$ cat src/rtl/tmul_pkg.sv
package tmul_pkg;
    // smallest r with 2**r >= v
    function automatic int ceil_log2(input int v);
        int r;
        r = 0;
        while ((1 << r) < v) r++;
        return r;
    endfunction

    // node count at a given tree level for a given leaf count
    function automatic int level_count(input int leaves, input int lvl);
        return (leaves + (1 << lvl) - 1) >> lvl;
    endfunction
endpackage

$ cat src/rtl/tmul_rows.sv
module tmul_rows #(
    parameter int N        = 8,
    parameter int FOLD_TOP = 1,
    parameter int P        = N - 1
) (
    input  logic [N-1:0]            x,
    input  logic [N-1:0]            y,
    output logic [P-1:0][2*N-1:0]   pos_row,
    output logic [1:0][2*N-1:0]     neg_row
);
    localparam int W = 2 * N;

    logic [W-1:0] top_term;
    assign top_term = W'(x[N-1] & y[N-1]) << (W - 2);

    // positive rows: low bits of x gated by each low bit of y
    for (genvar gi = 0; gi < N - 1; gi++) begin : g_pos
        logic [W-1:0] base;
        assign base = W'(x[N-2:0] & {(N-1){y[gi]}}) << gi;
        if (gi == 0 && FOLD_TOP != 0) begin : g_fold
            // top term occupies bit W-2, clear of row 0 bits
            assign pos_row[gi] = base | top_term;
        end else begin : g_plain
            assign pos_row[gi] = base;
        end
    end

    if (FOLD_TOP == 0) begin : g_top_row
        assign pos_row[N-1] = top_term;
    end

    // negative rows: one sign bit gating the other operand's low bits
    assign neg_row[0] = W'(y[N-2:0] & {(N-1){x[N-1]}}) << (N - 1);
    assign neg_row[1] = W'(x[N-2:0] & {(N-1){y[N-1]}}) << (N - 1);
endmodule

$ cat src/rtl/tmul_tree.sv
module tmul_tree
    import tmul_pkg::*;
#(
    parameter int W      = 16,
    parameter int LEAVES = 7,
    parameter int PIPE   = 1
) (
    input  logic                    clk,
    input  logic                    rst,
    input  logic                    in_vld,
    input  logic [LEAVES-1:0][W-1:0] leaf,
    output logic                    out_vld,
    output logic [W-1:0]            sum
);
    localparam int DEPTH = ceil_log2(LEAVES);

    if (DEPTH == 0) begin : g_single
        assign sum     = leaf[0];
        assign out_vld = in_vld;
    end else begin : g_tree
        for (genvar gl = 0; gl <= DEPTH; gl++) begin : lvl
            localparam int CNT = level_count(LEAVES, gl);
            logic [CNT-1:0][W-1:0] node;
            logic                  vld;

            if (gl == 0) begin : g_in
                assign node = leaf;
                assign vld  = in_vld;
            end else begin : g_add
                localparam int PREV = level_count(LEAVES, gl - 1);
                logic [CNT-1:0][W-1:0] comb_n;

                for (genvar gk = 0; gk < CNT; gk++) begin : g_node
                    if (2 * gk + 1 < PREV) begin : g_pair
                        assign comb_n[gk] = lvl[gl-1].node[2*gk] + lvl[gl-1].node[2*gk+1];
                    end else begin : g_pass
                        // pruned branch: odd node rides to the next level
                        assign comb_n[gk] = lvl[gl-1].node[2*gk];
                    end
                end

                if (PIPE != 0) begin : g_reg
                    always_ff @(posedge clk) begin
                        if (rst) begin
                            node <= '0;
                            vld  <= 1'b0;
                        end else begin
                            node <= comb_n;
                            vld  <= lvl[gl-1].vld;
                        end
                    end
                end else begin : g_wire
                    assign node = comb_n;
                    assign vld  = lvl[gl-1].vld;
                end
            end
        end

        assign sum     = lvl[DEPTH].node[0];
        assign out_vld = lvl[DEPTH].vld;
    end
endmodule

$ cat src/rtl/tmul_delay.sv
module tmul_delay #(
    parameter int W      = 16,
    parameter int STAGES = 2
) (
    input  logic         clk,
    input  logic         rst,
    input  logic         in_vld,
    input  logic [W-1:0] in_data,
    output logic         out_vld,
    output logic [W-1:0] out_data
);
    if (STAGES == 0) begin : g_none
        assign out_vld  = in_vld;
        assign out_data = in_data;
    end else begin : g_line
        for (genvar gs = 0; gs < STAGES; gs++) begin : g_st
            logic [W-1:0] q;
            logic         v;
            if (gs == 0) begin : g_first
                always_ff @(posedge clk) begin
                    if (rst) begin
                        q <= '0;
                        v <= 1'b0;
                    end else begin
                        q <= in_data;
                        v <= in_vld;
                    end
                end
            end else begin : g_next
                always_ff @(posedge clk) begin
                    if (rst) begin
                        q <= '0;
                        v <= 1'b0;
                    end else begin
                        q <= g_st[gs-1].q;
                        v <= g_st[gs-1].v;
                    end
                end
            end
        end
        assign out_vld  = g_st[STAGES-1].v;
        assign out_data = g_st[STAGES-1].q;
    end
endmodule

$ cat src/rtl/sgn_tree_mul.sv
module sgn_tree_mul
    import tmul_pkg::*;
#(
    parameter int N        = 8,
    parameter int FOLD_TOP = 1,
    parameter int PIPE     = 1
) (
    input  logic           clk,
    input  logic           rst,
    input  logic           in_vld,
    input  logic [N-1:0]   x_in,
    input  logic [N-1:0]   y_in,
    output logic           out_vld,
    output logic [2*N-1:0] product
);
    localparam int W        = 2 * N;
    localparam int P        = (FOLD_TOP != 0) ? N - 1 : N;
    localparam int DP       = ceil_log2(P);
    localparam int NEG_WAIT = (PIPE != 0) ? DP - 1 : 0;

    if (N < 3) begin : g_bad_width
        $error("sgn_tree_mul needs N >= 3");
    end

    logic [P-1:0][W-1:0] pos_row;
    logic [1:0][W-1:0]   neg_row;
    logic [W-1:0]        pos_sum, neg_sum, neg_sum_d;
    logic                pos_vld, neg_vld, neg_vld_d;

    tmul_rows #(.N(N), .FOLD_TOP(FOLD_TOP), .P(P)) u_rows (
        .x(x_in), .y(y_in), .pos_row(pos_row), .neg_row(neg_row)
    );

    tmul_tree #(.W(W), .LEAVES(P), .PIPE(PIPE)) u_pos_tree (
        .clk(clk), .rst(rst), .in_vld(in_vld), .leaf(pos_row),
        .out_vld(pos_vld), .sum(pos_sum)
    );

    tmul_tree #(.W(W), .LEAVES(2), .PIPE(PIPE)) u_neg_tree (
        .clk(clk), .rst(rst), .in_vld(in_vld), .leaf(neg_row),
        .out_vld(neg_vld), .sum(neg_sum)
    );

    // negative pair finishes after one level; hold it until the positive tree catches up
    tmul_delay #(.W(W), .STAGES(NEG_WAIT)) u_neg_wait (
        .clk(clk), .rst(rst), .in_vld(neg_vld), .in_data(neg_sum),
        .out_vld(neg_vld_d), .out_data(neg_sum_d)
    );

    // final node: positive group minus negative group, registered
    always_ff @(posedge clk) begin
        if (rst) begin
            out_vld <= 1'b0;
            product <= '0;
        end else begin
            out_vld <= pos_vld;
            if (pos_vld) product <= pos_sum - neg_sum_d;
        end
    end

    assert_pos_range_R7: assert property (@(posedge clk) disable iff (rst)
        pos_vld |-> !pos_sum[W-1]);

    assert_neg_range_R7: assert property (@(posedge clk) disable iff (rst)
        neg_vld_d |-> !neg_sum_d[W-1]);

    assert_groups_aligned_R2: assert property (@(posedge clk) disable iff (rst)
        pos_vld == neg_vld_d);

    assert_hold_product_R4: assert property (@(posedge clk) disable iff (rst)
        !out_vld |-> $stable(product));

    assert_reset_clear_R5: assert property (@(posedge clk) disable iff (rst)
        $past(rst) |-> (!out_vld && product == '0));
endmodule

$ cat config.mk
export PLATFORM = sky130hd
export DESIGN_NAME = sgn_tree_mul
export DESIGN_NICKNAME = d
export VERILOG_FILES = /design/src/rtl/tmul_pkg.sv /design/src/rtl/tmul_rows.sv /design/src/rtl/tmul_tree.sv /design/src/rtl/tmul_delay.sv /design/src/rtl/sgn_tree_mul.sv
export SDC_FILE = /design/constraint.sdc
export NUM_CORES = 1
export LEC_CHECK = 0
export BUFFER_PORTS_ARGS = -buffer_cell sky130_fd_sc_hd__clkbuf_2
export CAP_MARGIN = 15
export CORE_MARGIN = 10
export CORE_UTILIZATION = 50
export DETAILED_ROUTE_END_ITERATION = 7
export PLACE_DENSITY_LB_ADDON = 0.25
export SYNTH_ARGS = -nofsm -noshare
export SYNTH_HDL_FRONTEND = slang
export SYNTH_SLANG_ARGS = --single-unit
$ cat constraint.sdc
create_clock -name clk -period 3.4 [get_ports clk]
set_clock_uncertainty 0.1 [all_clocks]
set_input_delay 0.51 -clock clk [delete_from_list [all_inputs] [get_ports clk]]
set_output_delay 0.51 -clock clk [all_outputs]
set_load 0.03 [all_outputs]
==> flow_summary.toml, run 1 <==
[status]
status = "finished, final reports clean"

[clock_tree]
cts_buffers = 17
clk_path_buf_depth = 2
post_cts_resized = 0
cts.sinks = 118
insertion_delay_ps = 410
hold_buffers = 0
clkTransAtPathRegs_ps = 50
cts-root-buf = "clkbuf_16"
htreeDepth = 4
post_cts_buffers = 0
cts_tree = "done"

[finish]
fin_nets = 785
stdcell_area_um2 = 6878
final_layout_size_suffix_gt1_frac = 0.1089
fill_cells = 989
final_util = 0.5947
areaGrowthSynthToFinish_pct = 15.12
antennaDiodeCount = 0

[route]
postRouteAntennaNets = 0
drc = 0
drt-initial-drc-count = 266
wl_per_cell_um = 14.46
vias = 4634
vias_per_cell = 5.395
wl_um = 12420
first_pass_iters = 4

[pwr]
p_per_area_nw_per_um2 = 550.0
leakagePower_nw = 3.076
ir_worst_vdd_v = 0.0003281

[sta]
fmax_ghz = 0.4638
worstMarginPinSlew_ps = 496.0
timing_hold_violations_final = 0
setup_viol = 0
period_share = 0.6342
final.setup.tns_ps = 0
maxSlewViolCount = 0
rsz0062_at_grt = "no"
period_minus_slack_ps = 2156
slew-limit-headroom = 0.6694

[worst_setup_path]
cp_max_fo = 11
path_class = "in2reg"
crit_start = "y_in[3]"
timing.critical_path.to_type = "register"
startpoint_type = "primary input"
crit_arrival_ps = 2350
cp_data_required_time_ps = 3600
r2r_start = "u_pos_tree.sum[7]"

[global_route]
grt-ovfl-total = 0
grt_pass1_vias = 4627
grtUsageMet1 = 0.1862
grt_use_met3 = 0.04160
grt_max_degree = 48
grt_pass1_wl_um = 21200
grt_use_total = 0.1562
met2_usage = 0.2624
antenna_found_initial = 0
top_usage_layer = "met2"

[floorplan]
die_h_um = 129.3
start_util = 0.5166
die_area_um2 = 16720
pin_count = 36
design.core.area_um2 = 11560
die_width_um = 129.3
rows = 39

[logic_synthesis]
async_flop_share = 0
syn_area_per_cell_um2 = 8.971
synth_edf_count = 0
synth_top_area_cell = "dfxtp_1"
synth.top_cells.by_area = "dfxtp_1, ha_1, nor2b_1"
ys.flop_type = "dfxtp_1"
syn_area_um2 = 5974
yosysWarnings = 0
yosysTopAreaCellShare = 0.3954
synthDistinctLibCells = 52
syn_inst = 666
ys_ff_latch = 118
synthesis.nets = 748
synth-seq-area-share = 0.3954

[placed_design]
gp_congestion = 0.9084
dp_hpwl_um = 9143
placed_area_um2 = 6277
placement.io_buffers = 35

[job]
maxCapViolCount = 0

[min_path]
min_path_type = "in2reg"
min-delay-start = "in_vld"
report_power, final:
group	total (mW)	leakage (nW)	internal, mW	switching [mW]
registers	1.50	0.967	1.47	0.0297
logic	0.505	1.82	0.211	0.294
clock network	1.78	0.286	1.17	0.609
total	3.78	3.08	2.85	0.933
cell usage in the layout, fill, tap and decap left out, types with 15 or more instances in the layout:
| cell | count |
|---|---|
| clkbuf_2 | 34 |
| nor2b_1 | 54 |
| inv_1 | 44 |
| a21oi_1 | 23 |
| dfxtp_1 | 118 |
| a211oi_1 | 15 |
| and2_1 | 52 |
| nor2_1 | 62 |
| nor3_1 | 20 |
| clkbuf_16 | 17 |
| nand2_1 | 37 |
| o21ai_0 | 23 |
| ha_1 | 55 |
Yosys cell counts (8+ instances only):
cell type,count
and2_1,52
a211oi_1,15
xnor2_1,9
nor4_1,9
clkbuf_1,10
mux2i_1,14
o21ai_0,23
o21a_1,10
inv_1,44
a21oi_1,23
nor3_1,20
nand3_1,13
nor2_1,62
fa_1,8
dfxtp_1,118
nor2b_1,54
ha_1,55
a31oi_1,8
nand2_1,37
cell type report:
| cell class | count | area [µm²] | area share |
|---|---|---|---|
| multi-input combinational | 481 | 3352 | 0.4874 |
| sequential | 118 | 2362 | 0.3435 |
| clock buffer | 20 | 446.7 | 0.06494 |
| timing repair buffer | 40 | 215.2 | 0.03129 |
| tap | 143 | 178.9 | 0.02601 |
| inverter | 45 | 168.9 | 0.02456 |
| clock inverter | 12 | 153.9 | 0.02238 |
per-layer routing:
layer	part of all wire	wire [µm]	vias up
met3	0.046	574	16
met4	0.015	191	0
met1	0.46	5740	2165
li1	-	-	2357
met2	0.48	5916	96
met5	0	0	-
worst max-delay path: stages:
cell      delay (ps)
clkbuf_2         180
and2_1           160
ha_1             160
inv_1             60
fa_1             370
nor2b_1          150
o21ai_0          120
a21boi_0         320
mux2i_1          240
nand2_1           70
flip-flops by register name (all words and copies together) (netlist names):
signal                      count
out_vld                         1
product                        16
u_neg_tree.sum                  8
u_neg_wait.g_line.g_st.q        8
u_neg_wait.out_data             8
u_pos_tree.g_tree.lvl.node     58
u_pos_tree.g_tree.lvl.vld       2
u_pos_tree.out_vld              1
u_pos_tree.sum                 16
final timing paths:
| path | endpoint | slack, ps | depth (start not counted) |
|---|---|---|---|
| setup / recovery | u_pos_tree.g_tree.lvl[1].node[25] | 1240 | 10 |
| hold / removal | u_pos_tree.g_tree.lvl[1].vld | 210 | 2 |
| setup reg to reg | product[13] | 1280 | 8 |
| hold reg to reg | u_neg_wait.g_line.g_st[0].q[12] | 330 | 1 |
per-stage QoR:
step / setup slack, ps / instances / power (mW) / hold WS, ps
3_3_place_gp: 945.8 / 827 / 2.018 / 316.6
6_report: 1244 / 859 / 3.783 / 209.9
2_1_floorplan: 989.5 / 666 / 1.900 / 313.8
3_5_place_dp: 843.0 / 827 / 2.029 / 322.0
4_1_cts: 1258 / 859 / 3.820 / 199.2
5_1_grt: 1050 / 859 / 3.965 / 198.6
logic make-up after synthesis:
group,Yosys count,synth area share
flip-flops,118,0.3954
adder cells (fa/ha/maj),63,0.1420
multiplexers,15,0.02534
XOR/XNOR,16,0.02346
AND/OR/NAND/NOR,273,0.2436
buffers and inverters,67,0.04356
AO/OA/AOI/OAI,114,0.1267
No activity file was read; power rests on OpenSTA's default activity.
==> run 2: changes to the inputs <==
==> constraint.sdc (replaced) <==
create_clock -name clk -period 1.8 [get_ports clk]
set_clock_uncertainty 0.1 [all_clocks]
set_input_delay 0.27 -clock clk [delete_from_list [all_inputs] [get_ports clk]]
set_output_delay 0.27 -clock clk [all_outputs]
set_load 0.03 [all_outputs]
==> run 2 against run 1 <==
Compared with the run above: the run now ends with setup timing left; routed wire length up 13%; largest power group unchanged; combinational power rose to 2.6 times the previous value; highest routed layer unchanged; final area is 14% higher; critical path type is now reg2reg; register-to-register slack got worse by 1400 ps.
==> flow_summary.toml, run 2 (synthesis results as in run 1) <==
[global_route]
antenna_found_initial = 0
grt_max_degree = 52
grt-ovfl-total = 0
grt_pass1_vias = 4885
grt_pass1_wl_um = 22600
grt_use_total = 0.1668

[sta]
timing_hold_violations_final = 0
hold_slack_ps = 46.57
setup_viol = 6
maxSlewViolCount = 0
setup_slack_ps = -124.9
rsz0062_at_grt = "yes"
fmax_ghz = 0.5195
slew-limit-headroom = 0.6627
worstMarginPinSlew_ps = 505.9
period_minus_slack_ps = 1925
period_share = 1.069
final.setup.tns_ps = -514.0

[worst_setup_path]
r2r-end = "product[13]"
r2r_setup_slack_ps = -120
cp_data_required_time_ps = 2050
rr_worst_depth = 8
startpoint_type = "register"
cp_max_fo = 2
crit_arrival_ps = 2170
crit_family = "simple AND/OR/NAND/NOR gates"
worst_path_max_delay_cell = "or4b_4"
critical_path.max_stage_delay_ps = 480
timing.critical_path.to_type = "register"
r2r_start = "u_pos_tree.sum[7]"
path_class = "reg2reg"
worstPathCellList = "inv_2, ha_4, fa_2, nor2b_4, o31a_4, o21ai_4, or4b_4, nand3_2"
crit_buf_inv = 1

[finish]
areaGrowthSynthToFinish_pct = 31.08
mostFrequentLayoutCell = "dfxtp_1"
largest_register_ff_count = 58
antennaDiodeCount = 0
fin_cells = 925
fin_nets = 851
layout_common_cells = "dfxtp_1, buf_4, nor2_1, nor2b_1, and2_1"
regMostFlops = "u_pos_tree.g_tree.lvl.node"
multi_input_area_um2 = 3702
final_layout_size_suffix_gt1_frac = 0.2724
layout.area.seq_um2 = 2376
fill_cells = 843

[job]
maxCapViolCount = 0

[status]
failed_checks = "setup timing"
status = "complete, but fails checks"

[clock_tree]
clk_path_buf_depth = 2
insertion_delay_ps = 400
cts_tree = "done"
cts-root-buf = "clkbuf_16"
htreeDepth = 4
cts.sinks = 118
clkTransAtPathRegs_ps = 50
cts_buffers = 17

[pwr]
ir_worst_vdd_v = 0.0006318
p_per_area_nw_per_um2 = 1009
leakagePower_nw = 3.493

[floorplan]
die_width_um = 129.3
rows = 39
pin_count = 36
start_util = 0.5166
die_h_um = 129.3
design.core.area_um2 = 11560
die_area_um2 = 16720

[placed_design]
place_inst = 882
place_ws_ps = -301.0
dp_hpwl_um = 9814
placement.io_buffers = 35
gp_congestion = 0.8603

[route]
wl_per_cell_um = 15.15
vias = 4863
first_pass_iters = 4
wl_um = 14010
postRouteAntennaNets = 0
drc = 0
drt-initial-drc-count = 306
vias_per_cell = 5.257

[min_path]
min-delay-start = "rst"
whs_path_depth = 2
holdPathEnd = "u_pos_tree.out_vld"
min_path_type = "in2reg"
==> run 2: changes by cell type in the layout (fill, tap and decap cells not counted), sizes merged <==
| cell | change |
|---|---|
| buf | +65 |
| clkinv | -3 |
| bufinv | +2 |
| clkbuf | +1 |
| dlygate4sd3 | +1 |
==> run 2: per-layer routing <==
metal  GRT usage  wire, µm  vias up
met5           0         0        -
met4     0.07090       148        0
met3     0.03630       469       11
met2      0.2974      7266       95
met1      0.1883      6130     2269
li1            -         -     2488
==> run 2: worst max path at each step <==
stage,start,end,slack [ps],cells past startpoint
after floorplan,y_in[1],u_pos_tree.g_tree.lvl[1].node[7],-120,10
after global placement,x_in[1],u_pos_tree.g_tree.lvl[1].node[43],-230,10
after detailed placement,x_in[1],u_pos_tree.g_tree.lvl[1].node[7],-300,10
after CTS,u_pos_tree.g_tree.lvl[2].node[4],u_pos_tree.sum[14],-170,8
after global routing,u_pos_tree.g_tree.lvl[2].node[4],u_pos_tree.sum[14],-200,8
final,u_pos_tree.sum[7],product[13],-120,8
==> run 2: metrics by stage <==
| step | power, mW | cell area [µm²] | utilization |
|---|---|---|---|
| finish | 7.902 | 7831 | 0.6772 |
| global route | 8.211 | 7831 | 0.6772 |
| CTS | 7.836 | 7626 | 0.6594 |
| detailed placement | 3.988 | 6778 | 0.5861 |
| global placement | 3.951 | 6778 | 0.5861 |
| floorplan | 3.614 | 6080 | - |
==> run 2: power breakdown <==
group | switching [mW] | internal (mW) | leakage (nW) | total (mW)
Sequential | 0.0757 | 2.78 | 0.971 | 2.86
Combinational | 0.666 | 0.632 | 2.20 | 1.30
Clock | 1.14 | 2.60 | 0.322 | 3.75
==> run 2: final cells by class <==
type                       instances  area share
tap                              143     0.02285
inverter                          45     0.02157
multi-input combinational        481      0.4728
sequential                       118      0.3034
clock buffer                      21     0.06135
timing repair buffer             106     0.09315
clock inverter                    11     0.02492
==> run 2: what timing repair did <==
item / in CTS / in global routing
endpoints found under the hold margin: 1 / 0
pin swaps: 7 / 21
setup endpoints to repair: 8 / 19
setup buffers: 4 / 7
hold buffers: 1 / 0
resized for setup: 34 / 34
==> run 3: changes to the inputs <==
--- a/config.mk
+++ b/config.mk
@@ -7,7 +7,8 @@
 export LEC_CHECK = 0
 export BUFFER_PORTS_ARGS = -buffer_cell sky130_fd_sc_hd__clkbuf_2
 export CAP_MARGIN = 15
-export CORE_MARGIN = 10
+export CORE_ASPECT_RATIO = 1.5
+export CORE_MARGIN = 2
 export CORE_UTILIZATION = 50
 export DETAILED_ROUTE_END_ITERATION = 7
 export PLACE_DENSITY_LB_ADDON = 0.25
==> constraint.sdc (replaced) <==
create_clock -name clk -period 1.8 [get_ports clk]
set_clock_uncertainty 0.1 [all_clocks]
set_input_delay 0.27 -clock clk [delete_from_list [all_inputs] [get_ports clk]]
set_output_delay 0.27 -clock clk [all_outputs]
set_load 0.01 [all_outputs]
==> run 3 against run 2 <==
Compared with the run above: the run still ends with setup timing left; sequential power about the same; setup slack worse by 27 ps; critical path depth unchanged; flip-flop and latch count did not move; critical path type unchanged; largest cell class unchanged; largest power group unchanged; highest routed layer unchanged.
==> flow_summary.toml, run 3 (synthesis results as in run 1) <==
[sta]
setup_slack_ps = -151.7
worstMarginPinSlew_ps = 471.3
period_minus_slack_ps = 1952
maxSlewViolCount = 0
setup_viol = 5
timing_hold_violations_final = 0
period_share = 1.084
final.setup.tns_ps = -444.6
rsz0062_at_grt = "yes"
slew-limit-headroom = 0.6854
fmax_ghz = 0.5124

[pwr]
ir_worst_vdd_v = 0.0005941
p_per_area_nw_per_um2 = 994.6
leakagePower_nw = 3.498

[placed_design]
gp_congestion = 0.8401
dp_hpwl_um = 10130
place_inst = 892
placement.io_buffers = 35

[finish]
areaGrowthSynthToFinish_pct = 29.59
mostFrequentLayoutCell = "dfxtp_1"
fill_cells = 899
fin_cells = 932
antennaDiodeCount = 0
layout_common_cells = "dfxtp_1, buf_4, nor2_1, nor2b_1, and2_1"
fin_nets = 852
largest_register_ff_count = 58
final_layout_size_suffix_gt1_frac = 0.2570
regMostFlops = "u_pos_tree.g_tree.lvl.node"

[floorplan]
die_h_um = 137.9
die_width_um = 93.25
pin_count = 36
design.core.area_um2 = 11590
rows = 48
start_util = 0.5154
die_area_um2 = 12860

[clock_tree]
cts_tree = "done"
htreeDepth = 4
cts.sinks = 118
clk_path_buf_depth = 2
cts_buffers = 17
insertion_delay_ps = 410
clkTransAtPathRegs_ps = 50
cts-root-buf = "clkbuf_16"

[route]
drt-initial-drc-count = 173
vias_per_cell = 5.371
drc = 0
first_pass_iters = 4
postRouteAntennaNets = 0
wl_per_cell_um = 14.64
vias = 5006
wl_um = 13640

[min_path]
min_path_type = "in2reg"
min-delay-start = "rst"
whs_path_depth = 2
holdPathEnd = "u_pos_tree.g_tree.lvl[1].vld"

[worst_setup_path]
timing.critical_path.to_type = "register"
worstPathCellList = "inv_2, ha_4, fa_2, nor2b_4, o31a_4, o21ai_2, or4b_1, nand3_1"
crit_arrival_ps = 2210
path_class = "reg2reg"
r2r_start = "u_pos_tree.sum[7]"
r2r_setup_slack_ps = -150
cp_max_fo = 2
startpoint_type = "register"
rr_worst_depth = 8
critical_path.max_stage_delay_ps = 470
crit_start = "u_pos_tree.sum[7]"
cp_data_required_time_ps = 2050
worst_path_max_delay_cell = "or4b_1"
r2r-end = "product[13]"

[job]
maxCapViolCount = 0

[status]
failed_checks = "setup timing"
status = "complete, but fails checks"

[global_route]
grt_pass1_vias = 5038
grt_pass1_wl_um = 22160
antenna_found_initial = 0
grt_max_degree = 34
grt-ovfl-total = 0
grt_use_total = 0.2204
## run 3: cell types whose count changed in the layout (fill, tap and decap cells not counted), sizes merged
cell | before | now
buf | 71 | 73
bufinv | 5 | 4
clkinvlp | 3 | 0
clkinv | 4 | 5
clkbuf | 55 | 56
## run 3: area by class of cell
cell class | count | area, µm² | share of cell area
clock buffer | 23 | 498.0 | 0.06432
sequential | 118 | 2371 | 0.3062
timing repair buffer | 107 | 752.0 | 0.09712
inverter | 45 | 168.9 | 0.02182
clock inverter | 8 | 143.9 | 0.01858
tap | 150 | 187.7 | 0.02424
multi-input combinational | 481 | 3621 | 0.4677
## run 3: through the flow
stage | utilization | hold WS, ps | instance area [µm²] | total power, mW | setup slack (ps)
5_1_grt | 0.6680 | 78.95 | 7742 | 7.986 | -222.1
6_report | 0.6680 | 67.16 | 7742 | 7.700 | -151.7
3_3_place_gp | 0.5885 | 317.0 | 6822 | 3.947 | -287.1
3_5_place_dp | 0.5885 | 328.2 | 6822 | 3.988 | -402.8
2_1_floorplan | - | 291.7 | 6080 | 3.601 | -116.9
4_1_cts | 0.6565 | 64.79 | 7610 | 7.673 | -181.7
## run 3: worst max-delay path by stage
stage / depth (start not counted) / end
after floorplan: 10 / u_pos_tree.g_tree.lvl[1].node[7]
after global placement: 10 / u_pos_tree.g_tree.lvl[1].node[7]
after detailed placement: 10 / u_pos_tree.g_tree.lvl[1].node[7]
after CTS: 8 / u_pos_tree.sum[14]
after global routing: 8 / product[13]
final: 8 / product[13]
## run 3: repair_timing
action                     in CTS  in global routing
setup endpoints to repair      12                 23
hold buffers                    1                  0
pin swaps                      11                 14
resized for setup              27                 30
hold endpoints to repair        1                  0
buffers inserted                3                  5
## run 3: worst max-delay path: cells and delay by family (launching register included)
kind / cells / cell delay (ps)
compound gates: 2 / 210
fa+ha+maj: 2 / 530
buf+inv: 1 / 40
flops: 1 / 310
simple gates: 3 / 710
## run 3: routing by layer
metal / up-vias / share of wire / global-route usage
met3: 40 / 0.034 / 0.05543
met5: - / 0 / 0
li1: 2494 / - / -
met1: 2352 / 0.39 / 0.2161
met4: 0 / 0.036 / 0.1095
met2: 120 / 0.54 / 0.4221
## run 3: where the power goes
part | internal (mW) | total [mW] | switching (mW)
combinational | 0.611 | 1.25 | 0.639
sequential | 2.78 | 2.85 | 0.0689
clock | 2.48 | 3.60 | 1.11
